## config.mk

```make
export PLATFORM = sky130hd
export DESIGN_NAME = cc_sink_detect
export DESIGN_NICKNAME = d
export VERILOG_FILES = /design/src/rtl/cc_sink_pkg.sv /design/src/rtl/cc_tick_timer.sv /design/src/rtl/cc_level_decode.sv /design/src/rtl/cc_seq_fsm.sv /design/src/rtl/cc_sink_detect.sv
export SDC_FILE = /design/constraint.sdc
export NUM_CORES = 1
export LEC_CHECK = 0
export ABC_AREA = 1
export BUFFER_PORTS_ARGS = -buffer_cell sky130_fd_sc_hd__buf_2
export CAP_MARGIN = 10
export CORE_UTILIZATION = 36
export CTS_CLUSTER_DIAMETER = 120
export CTS_CLUSTER_SIZE = 16
export DETAILED_ROUTE_END_ITERATION = 16
export SLEW_MARGIN = 20
export SYNTH_ARGS = -nofsm -noshare
export SYNTH_HDL_FRONTEND = slang
export SYNTH_SLANG_ARGS = --single-unit
```

## constraint.sdc

```tcl
create_clock -name clk -period 3.8 [get_ports clk]
set_clock_uncertainty 0.2 [all_clocks]
set_input_delay 0.38 -clock clk [delete_from_list [all_inputs] [get_ports clk]]
set_output_delay 0.38 -clock clk [all_outputs]
set_load 0.005 [all_outputs]
```

## src/rtl/cc_sink_pkg.sv

```systemverilog
package cc_sink_pkg;

  typedef enum logic [2:0] {
    ST_IDLE = 3'd0,
    ST_T2   = 3'd1,
    ST_PDW  = 3'd2,
    ST_T4   = 3'd3,
    ST_T6   = 3'd4
  } seq_state_e;

  typedef enum logic [1:0] {
    LVL_OPEN = 2'd0,
    LVL_DEF  = 2'd1,
    LVL_1A5  = 2'd2,
    LVL_3A0  = 2'd3
  } cc_level_e;

  localparam logic [2:0] THR_IDLE = 3'd0;
  localparam logic [2:0] THR_LOW  = 3'd2;
  localparam logic [2:0] THR_MID  = 3'd4;
  localparam logic [2:0] THR_HIGH = 3'd6;

  localparam logic [1:0] ISRC_OFF = 2'd0;

endpackage

```

## src/rtl/cc_tick_timer.sv

```systemverilog
// Tick counter shared by every wait phase; done flags the tick that
// reaches the terminal value. A clear wins over counting.
module cc_tick_timer #(
  parameter int CNT_W = 8
) (
  input  logic             clk,
  input  logic             rst,
  input  logic             clr,
  input  logic             tick,
  input  logic [CNT_W-1:0] last,
  output logic             done
);

  logic [CNT_W-1:0] cnt_q;

  assign done = tick && (cnt_q == last);

  always_ff @(posedge clk) begin
    if (rst || clr) begin
      cnt_q <= '0;
    end else if (tick) begin
      cnt_q <= cnt_q + 1'b1;
    end
  end

endmodule

```

## src/rtl/cc_level_decode.sv

```systemverilog
// Decision at the end of a threshold step. prev holds the sample taken at
// the previous step, now is the live comparator pair {cc2, cc1}.
module cc_level_decode
  import cc_sink_pkg::*;
(
  input  seq_state_e stage,
  input  logic [1:0] prev,
  input  logic [1:0] now,
  input  cc_level_e  cur1,
  input  cc_level_e  cur2,
  output logic       fin,
  output cc_level_e  nxt1,
  output cc_level_e  nxt2
);

  logic fall1, fall2, hold1, hold2;

  assign fall1 = prev[0] && !now[0];
  assign fall2 = prev[1] && !now[1];
  assign hold1 = prev[0] &&  now[0];
  assign hold2 = prev[1] &&  now[1];

  always_comb begin
    fin  = 1'b0;
    nxt1 = cur1;
    nxt2 = cur2;
    unique case (stage)
      ST_T2: begin
        if (now == 2'b00) begin
          fin  = 1'b1;
          nxt1 = LVL_OPEN;
          nxt2 = LVL_OPEN;
        end
      end
      ST_T4: begin
        if (fall1) begin
          fin  = 1'b1;
          nxt1 = LVL_DEF;
          nxt2 = LVL_OPEN;
        end else if (fall2) begin
          fin  = 1'b1;
          nxt1 = LVL_OPEN;
          nxt2 = LVL_DEF;
        end
      end
      ST_T6: begin
        // Always the last step; with no match the old results stay.
        fin = 1'b1;
        if (fall1) begin
          nxt1 = LVL_1A5;
          nxt2 = LVL_OPEN;
        end else if (hold1) begin
          nxt1 = LVL_3A0;
          nxt2 = LVL_OPEN;
        end else if (fall2) begin
          nxt1 = LVL_OPEN;
          nxt2 = LVL_1A5;
        end else if (hold2) begin
          nxt1 = LVL_OPEN;
          nxt2 = LVL_3A0;
        end
      end
      default: ;
    endcase
  end

endmodule

```

## src/rtl/cc_seq_fsm.sv

```systemverilog
// Threshold sequencer: picks the wait length for the timer, steps the
// threshold, keeps the previous sample and owns the result registers.
module cc_seq_fsm
  import cc_sink_pkg::*;
#(
  parameter int SETTLE_TICKS = 18,
  parameter int WAIT_TICKS   = 960,
  parameter int PERIOD_TICKS = 3200,
  parameter int CNT_W        = 12
) (
  input  logic             clk,
  input  logic             rst,
  input  logic             en,
  input  logic             t_done,
  input  logic [1:0]       cmp,
  output logic [CNT_W-1:0] t_last,
  output logic             t_clr,
  output logic [2:0]       thr,
  output logic [1:0]       lvl1,
  output logic [1:0]       lvl2,
  output logic             chg
);

  localparam logic [CNT_W-1:0] LAST_SETTLE = CNT_W'(SETTLE_TICKS - 1);
  localparam logic [CNT_W-1:0] LAST_WAIT   = CNT_W'(WAIT_TICKS - 1);
  localparam logic [CNT_W-1:0] LAST_PERIOD = CNT_W'(PERIOD_TICKS - 1);

  seq_state_e state_q, state_d;
  logic [1:0] samp_q;
  cc_level_e  lvl1_q, lvl2_q, nxt1, nxt2;
  logic       chg_q, thr_fin;
  logic [2:0] thr_q;
  logic       step;

  function automatic logic [2:0] thr_of(seq_state_e s);
    case (s)
      ST_T2, ST_PDW: thr_of = THR_LOW;
      ST_T4:         thr_of = THR_MID;
      ST_T6:         thr_of = THR_HIGH;
      default:       thr_of = THR_IDLE;
    endcase
  endfunction

  cc_level_decode u_dec (
    .stage (state_q),
    .prev  (samp_q),
    .now   (cmp),
    .cur1  (lvl1_q),
    .cur2  (lvl2_q),
    .fin   (thr_fin),
    .nxt1  (nxt1),
    .nxt2  (nxt2)
  );

  assign step  = en && t_done;
  assign t_clr = t_done || !en;

  always_comb begin
    unique case (state_q)
      ST_IDLE: t_last = LAST_PERIOD;
      ST_PDW:  t_last = LAST_WAIT;
      default: t_last = LAST_SETTLE;
    endcase
  end

  always_comb begin
    state_d = state_q;
    if (!en) begin
      state_d = ST_IDLE;
    end else if (t_done) begin
      unique case (state_q)
        ST_IDLE: state_d = ST_T2;
        ST_T2:   state_d = thr_fin ? ST_IDLE : ST_PDW;
        ST_PDW:  state_d = ST_T4;
        ST_T4:   state_d = thr_fin ? ST_IDLE : ST_T6;
        ST_T6:   state_d = ST_IDLE;
        default: state_d = ST_IDLE;
      endcase
    end
  end

  always_ff @(posedge clk) begin
    if (rst) begin
      state_q <= ST_IDLE;
      thr_q   <= THR_IDLE;
      samp_q  <= 2'b00;
      lvl1_q  <= LVL_OPEN;
      lvl2_q  <= LVL_OPEN;
      chg_q   <= 1'b0;
    end else begin
      state_q <= state_d;
      thr_q   <= thr_of(state_d);
      chg_q   <= 1'b0;
      if (step && (state_q == ST_T2 || state_q == ST_T4)) begin
        samp_q <= cmp;
      end
      if (step && thr_fin) begin
        lvl1_q <= nxt1;
        lvl2_q <= nxt2;
        chg_q  <= (nxt1 != lvl1_q) || (nxt2 != lvl2_q);
      end
    end
  end

  assign thr  = thr_q;
  assign lvl1 = lvl1_q;
  assign lvl2 = lvl2_q;
  assign chg  = chg_q;

endmodule

```

## src/rtl/cc_sink_detect.sv

```systemverilog
module cc_sink_detect
  import cc_sink_pkg::*;
#(
  parameter int SETTLE_TICKS = 18,
  parameter int WAIT_TICKS   = 960,
  parameter int PERIOD_TICKS = 3200
) (
  input  logic       clk,
  input  logic       rst,
  input  logic       en,
  input  logic       tick,
  input  logic       cc1_cmp,
  input  logic       cc2_cmp,
  output logic [2:0] thr_sel,
  output logic [1:0] isrc_sel,
  output logic [1:0] cc1_lvl,
  output logic [1:0] cc2_lvl,
  output logic       chg_pulse
);

  localparam int MAX_A = (SETTLE_TICKS > WAIT_TICKS) ? SETTLE_TICKS : WAIT_TICKS;
  localparam int MAX_T = (MAX_A > PERIOD_TICKS) ? MAX_A : PERIOD_TICKS;
  localparam int CNT_W = $clog2(MAX_T + 1);

  logic [CNT_W-1:0] t_last;
  logic             t_clr, t_done;

  cc_tick_timer #(.CNT_W(CNT_W)) u_tmr (
    .clk  (clk),
    .rst  (rst),
    .clr  (t_clr),
    .tick (tick),
    .last (t_last),
    .done (t_done)
  );

  cc_seq_fsm #(
    .SETTLE_TICKS (SETTLE_TICKS),
    .WAIT_TICKS   (WAIT_TICKS),
    .PERIOD_TICKS (PERIOD_TICKS),
    .CNT_W        (CNT_W)
  ) u_fsm (
    .clk    (clk),
    .rst    (rst),
    .en     (en),
    .t_done (t_done),
    .cmp    ({cc2_cmp, cc1_cmp}),
    .t_last (t_last),
    .t_clr  (t_clr),
    .thr    (thr_sel),
    .lvl1   (cc1_lvl),
    .lvl2   (cc2_lvl),
    .chg    (chg_pulse)
  );

  assign isrc_sel = ISRC_OFF;

endmodule

```

==> flow_summary.json, run 1 <==
{
  "postCtsSetupRepairBufs": 0,
  "slew_violations": 0,
  "finalHoldViolCount": 0,
  "grt-ovfl-total": 0,
  "grt_pass1_wl_um": 6120,
  "netSwitchingFraction": 0.197,
  "regToRegStartpoint": "u_fsm.state_q[2]$_SDFF_PP0_",
  "setup_slack_ns": 1.49,
  "seq_area_frac_synth": 0.298,
  "die_w_um": 69.0,
  "start_util": 0.389,
  "synth_compound_area_frac": 0.107,
  "vias": 1561,
  "p_int_mw": 0.397,
  "crit_required_ns": 3.74,
  "cts_buffers": 3,
  "synthAdderAreaFrac": 0.00775,
  "synthCells": 257,
  "p_seq_frac": 0.511,
  "wl_per_cell_um": 11.1,
  "rows": 23,
  "max_freq_mhz": 433,
  "ir_drop_mv": 0.114,
  "worstMarginPinSlew_ns": 0.520,
  "cts_tree": "built",
  "gr-usage-all-layers": 0.171,
  "place_hpwl_um": 2730,
  "setup_tns_ns": 0,
  "die_h_um": 69.0,
  "ios": 16,
  "crit_type": "reg2reg",
  "area_growth_syn_to_layout_pct": 9.54,
  "insertion_delay_ns": 0.27,
  "drive_gt1_frac": 0.146,
  "wl_met1_um": 1930,
  "p_leak_nw": 0.775,
  "fin_crit_ns": 2.31,
  "synthMuxAreaShare": 0,
  "grt_pass1_vias": 1370,
  "pwr-share-clk": 0.459,
  "synth-xor-area-share": 0.0380,
  "cts-resized-gates": 0,
  "crit_start": "u_fsm.state_q[2]$_SDFF_PP0_",
  "drt_iter0_drc": 105,
  "reg2regPathDepth": 8,
  "status": "complete, no violations",
  "yosys.area_share.simple": 0.436,
  "yosys_warnings": 0,
  "synthesis.area_mm2": 0.00161,
  "power_density_mw_per_mm2": 280,
  "clkSinkCount": 24,
  "wl_met3_um": 128,
  "endpoint_kind": "flop",
  "rsz0062_at_grt": "false",
  "wl_met2_um": 1430,
  "cts_root_buf": "clkbuf_8",
  "cts.clk_slew.worst_paths_ns": 0.09,
  "r2r-end": "u_tmr.cnt_q[9]$_SDFFE_PP0P_",
  "cp.arrival_ns": 2.24,
  "routed_wirelength_um": 3520,
  "max-slew-margin-rel": 0.653,
  "fin_nets": 276,
  "drv_cap": 0,
  "htreeDepth": 1,
  "clock_path_buffers": 2,
  "fin_util": 0.427,
  "ant_nets": 0,
  "avgViaCountPerCell": 4.91,
  "synth_cell_types": 32,
  "grt_max_degree": 15,
  "cts_hold_buffers": 0,
  "p_switching_mw": 0.0976,
  "n_antenna_cell": 0,
  "coreArea_mm2": 0.00414,
  "hold_class": "in2reg",
  "dr.max_layer_used": "met4",
  "synth_top_family_by_area": "simple AND/OR/NAND/NOR gates",
  "ys_ff_latch": 24,
  "antenna_found_initial": 0,
  "io_buffers": 12,
  "first_pass_iters": 4,
  "drc_errors": 0,
  "syn_area_per_cell_um2": 6.28,
  "crit_path_max_fanout": 12,
  "reg2reg_slack_ns": 1.49,
  "startpoint_type": "flop",
  "setup_viol": 0,
  "min_period_over_period": 0.607,
  "die_area_mm2": 0.00476,
  "pre_cts_ws_ns": 1.52,
  "crit_end": "u_tmr.cnt_q[9]$_SDFFE_PP0P_",
  "gp_congestion": 0.868,
  "comb_power_share": 0.030
}
-- worst min path at each step --
| stage | start | cells after the start | to |
|---|---|---|---|
| floorplan | rst | 1 | u_fsm.state_q[0]$_SDFF_PP0_ |
| global placement | u_tmr.cnt_q[0]$_SDFFE_PP0P_ | 2 | u_tmr.cnt_q[0]$_SDFFE_PP0P_ |
| detailed placement | u_tmr.cnt_q[0]$_SDFFE_PP0P_ | 2 | u_tmr.cnt_q[0]$_SDFFE_PP0P_ |
| CTS | rst | 2 | u_fsm.state_q[1]$_SDFF_PP0_ |
| global route | rst | 2 | u_fsm.lvl2[1]$_SDFFE_PP0N_ |
| finish | rst | 2 | u_fsm.state_q[1]$_SDFF_PP0_ |
-- registers in the layout, indices dropped and copies added (netlist names) --
name / count
u_fsm.thr: 2
u_fsm.chg: 1
u_fsm.lvl1: 2
u_fsm.samp_q: 2
u_fsm.state_q: 3
u_tmr.cnt_q: 12
u_fsm.lvl2: 2
-- per-stage QoR --
stage | total power [mW] | instance area, µm² | hold WS (ns) | std cells
floorplan | 0.269 | 1620 | 0.252 | 259
global placement | 0.273 | 1700 | 0.294 | 314
detailed placement | 0.273 | 1700 | 0.298 | 314
CTS | 0.500 | 1770 | 0.137 | 318
global route | 0.518 | 1770 | 0.131 | 318
finish | 0.494 | 1770 | 0.142 | 318
-- cells by family (layout without fill, tap and decap cells) --
logic type | Yosys count | in the layout
AND/OR/NAND/NOR | 151 | 151
buffers and inverters | 42 | 51
AO/OA/AOI/OAI | 31 | 31
flip-flops | 24 | 24
XOR/XNOR | 7 | 7
adder cells (fa/ha/maj) | 1 | 1
other | 1 | 3
-- power groups by stage --
stage / registers (mW) / clock network (mW) / logic [mW]
floorplan: 0.258 / 0 / 0.0108
global placement: 0.258 / 0 / 0.0150
detailed placement: 0.258 / 0 / 0.0149
CTS: 0.253 / 0.232 / 0.0149
global route: 0.253 / 0.248 / 0.0169
finish: 0.253 / 0.227 / 0.0150
-- cell usage after synthesis --
master,count,share of area
o21ai_0,6,0.019
conb_1,1,0.0023
inv_1,31,0.072
ha_1,1,0.0078
nand4_1,5,0.019
xor2_1,6,0.033
a21oi_1,18,0.056
inv_2,4,0.0093
buf_6,1,0.0070
clkbuf_1,1,0.0023
a211oi_1,2,0.0093
a31oi_1,1,0.0039
nand3b_1,1,0.0047
nor3b_1,1,0.0047
a21oi_4,1,0.010
nand3_1,21,0.065
nand3_4,1,0.011
nor3_1,4,0.012
nor3_2,3,0.019
buf_2,2,0.0062
buf_4,3,0.014
xnor2_1,1,0.0054
nor2_2,4,0.016
and3_1,2,0.0078
o21ai_1,3,0.0093
nand2_2,6,0.023
dfxtp_1,24,0.30
nor2_1,32,0.074
nand2_1,67,0.16
nand3_2,1,0.0062
nor2_4,2,0.014
or2_2,1,0.0039
-- worst max-delay path: stages (launching register included) --
cell,delay [ns]
dfxtp_1,0.36
nor2_2,0.40
nand2_1,0.23
nand2_1,0.15
nand2_2,0.08
nor2_4,0.12
nand3_4,0.11
nand3_1,0.40
nor3_1,0.11
-- metal layers --
metal,up-vias,GRT usage
li1,832,-
met1,699,0.256
met2,28,0.248
met3,2,0.0247
met4,0,0.0510
met5,-,0
-- cell usage in the layout, fill, tap and decap left out, types with 4 or more instances in the layout --
| master | instances |
|---|---|
| nand4_1 | 5 |
| inv_2 | 4 |
| nor2_1 | 32 |
| nor2_2 | 4 |
| inv_1 | 31 |
| nor3_1 | 4 |
| buf_2 | 12 |
| dfxtp_1 | 24 |
| nand2_1 | 67 |
| xor2_1 | 6 |
| nand3_1 | 21 |
| a21oi_1 | 18 |
| nand2_2 | 6 |
| o21ai_0 | 6 |
-- layout make-up --
type                            instances  area [µm²]
Timing Repair Buffer                   12        60.1
Inverter                               35         131
Sequential cell                        24         480
Multi-Input combinational cell        193         962
Tap cell                               50        62.6
Clock inverter                          1        30.0
Clock buffer                            3        41.3
Fill cell                             477        2380
(Power assumes the default switching activity.)
==> run 2: changes to the inputs <==
Clock period 3.8 ns to 1.9 ns, I/O delays scaled along.
==> run 2 against run 1 <==
The flow now finishes with violations (setup timing). Fmax grew 21%. Combinational power grew to 2.8 times the previous value. Final cell count increased by 8.2%. Die area stayed put. Sequential share of layout area is 4.2 points lower. Total power increased by 110%. Final area up 21%. Register-to-register slack worse by 1.5 ns. Sequential power up 99%. Via count up 8.5%. Critical path depth up 3. Critical endpoint is now u_fsm.samp_q[1]$_SDFFE_PP0P_. Largest cell class unchanged. Highest routed layer unchanged.
==> flow_summary.json, run 2 (synthesis gave the netlist of run 1 again) <==
{
  "grt_pass1_wl_um": 6270,
  "setup_slack_ns": -0.0124,
  "netSwitchingFraction": 0.216,
  "cts.clk_slew.worst_paths_ns": 0.10,
  "pwr-share-clk": 0.467,
  "cp_slowest_stage_delay_ns": 0.35,
  "crit_required_ns": 1.89,
  "worst_path_max_delay_cell": "dfxtp_2",
  "place_hpwl_um": 2770,
  "area_growth_syn_to_layout_pct": 32.2,
  "cts_root_buf": "clkbuf_8",
  "io_buffers": 12,
  "regToRegStartpoint": "u_fsm.state_q[2]$_SDFF_PP0_",
  "gp_congestion": 0.857,
  "grt_max_degree": 15,
  "ir_drop_mv": 0.320,
  "largest_reg_flops": 12,
  "largest-register": "u_tmr.cnt_q",
  "reg2regPathDepth": 11,
  "wl_met2_um": 1690,
  "first_pass_iters": 7,
  "startpoint_type": "flop",
  "drv_cap": 0,
  "hold_class": "in2reg",
  "max_freq_mhz": 523,
  "setup_tns_ns": -0.0298,
  "crit_type": "reg2reg",
  "endpoint_kind": "flop",
  "wl_per_cell_um": 11.5,
  "insertion_delay_ns": 0.28,
  "setup_viol": 4,
  "p_switching_mw": 0.221,
  "die_w_um": 69.0,
  "crit_chain": "nor2_4 -> buf_6 -> nand2_4 -> nand2_4 -> nand2_4 -> nor2_2 -> nand3_4 -> nor2_4 -> nand2_1 -> o21ai_0 -> a21oi_1",
  "fin_nets": 302,
  "min_period_over_period": 1.01,
  "r2r-end": "u_fsm.samp_q[1]$_SDFFE_PP0P_",
  "n_antenna_cell": 0,
  "antenna_found_initial": 0,
  "die_h_um": 69.0,
  "comb_power_share": 0.041,
  "grt-ovfl-total": 0,
  "reg2reg_slack_ns": -0.01,
  "vias": 1693,
  "wl_met1_um": 1990,
  "ios": 16,
  "ant_nets": 0,
  "p_int_mw": 0.801,
  "p_leak_nw": 0.991,
  "gr-usage-all-layers": 0.174,
  "routed_wirelength_um": 3940,
  "seq_area_um2": 490,
  "cp.arrival_ns": 1.90,
  "mostFrequentLayoutCells": "50 x nand2_1, 28 x nor2_1, 28 x inv_1",
  "p_seq_frac": 0.493,
  "coreArea_mm2": 0.00414,
  "placed_area_mm2": 0.00185,
  "cts_buffers": 3,
  "rsz0062_at_grt": "true",
  "clkSinkCount": 24,
  "crit_start": "u_fsm.state_q[2]$_SDFF_PP0_",
  "dr.max_layer_used": "met4",
  "htreeDepth": 1,
  "finalHoldViolCount": 0,
  "wl_met3_um": 223,
  "violations": "setup timing",
  "fillCellCount": 409,
  "pre_cts_ws_ns": -0.0247,
  "slew_violations": 0,
  "design_area_mm2": 0.00213,
  "multi_input_area_mm2": 0.00109,
  "fin_crit_ns": 1.91,
  "rows": 23,
  "avgViaCountPerCell": 4.92,
  "crit_top_cell": "nand2_4",
  "finalPower_mw": 1.02,
  "crit_end": "u_fsm.samp_q[1]$_SDFFE_PP0P_",
  "drt_iter0_drc": 145,
  "clock_path_buffers": 2,
  "top_regs": "u_tmr.cnt_q (12), u_fsm.state_q (3)",
  "power_density_mw_per_mm2": 479,
  "cts_tree": "built",
  "drc_errors": 0,
  "crit_path_max_fanout": 6,
  "status": "finished, violations left",
  "die_area_mm2": 0.00476,
  "layout_commonest_cell": "nand2_1",
  "grt_pass1_vias": 1404,
  "start_util": 0.389,
  "drive_gt1_frac": 0.340,
  "holdWs_ns": 0.00929
}
-- run 2: how the worst min path moves through the flow --
| stage | start | cells after the start | endpoint |
|---|---|---|---|
| after floorplan | rst | 1 | u_fsm.state_q[0]$_SDFF_PP0_ |
| after global placement | rst | 2 | u_fsm.state_q[1]$_SDFF_PP0_ |
| after detailed placement | rst | 2 | u_fsm.state_q[1]$_SDFF_PP0_ |
| after CTS | cc1_cmp | 3 | u_fsm.samp_q[0]$_SDFFE_PP0P_ |
| after global routing | cc2_cmp | 3 | u_fsm.samp_q[1]$_SDFFE_PP0P_ |
| final | cc1_cmp | 3 | u_fsm.samp_q[0]$_SDFFE_PP0P_ |
-- run 2: stage by stage --
step / cells / util
after floorplan: 259 / -
after global placement: 333 / 0.447
after detailed placement: 333 / 0.447
after CTS: 339 / 0.471
after global routing: 344 / 0.515
final: 344 / 0.515
-- run 2: power groups by stage --
stage | sequential [mW] | combinational [mW] | clock (mW)
finish | 0.504 | 0.0416 | 0.477
global route | 0.504 | 0.0466 | 0.509
CTS | 0.505 | 0.0384 | 0.482
detailed placement | 0.517 | 0.0368 | 0
global placement | 0.517 | 0.0366 | 0
floorplan | 0.517 | 0.0216 | 0
-- run 2: worst max-delay path: cells and delay by family (launching register included) --
family                 cells  cell delay (ns)
buffers and inverters      1             0.15
AO/OA/AOI/OAI              2             0.22
AND/OR/NAND/NOR            8             0.89
flip-flops                 1             0.35
-- run 2: area by class of cell --
class | count | share of cell area
multi-input combinational | 193 | 0.513
sequential | 24 | 0.230
timing repair buffer | 38 | 0.132
inverter | 35 | 0.0627
tap | 50 | 0.0293
clock buffer | 3 | 0.0193
clock inverter | 1 | 0.0141
-- run 2: per-layer routing --
| layer | global-route usage | vias to the layer above |
|---|---|---|
| met2 | 0.252 | 51 |
| met3 | 0.0296 | 8 |
| met4 | 0.0383 | 0 |
| met5 | 0 | - |
| met1 | 0.264 | 746 |
| li1 | - | 888 |
-- run 2: what timing repair did --
action / in CTS / in global routing
hold buffers: 1 / 0
resized for setup: 4 / 49
hold endpoints to repair: 4 / 0
endpoints found under the setup margin: 7 / 15
pin swaps: 0 / 20
setup buffers: 1 / 4
gates cloned: 0 / 1
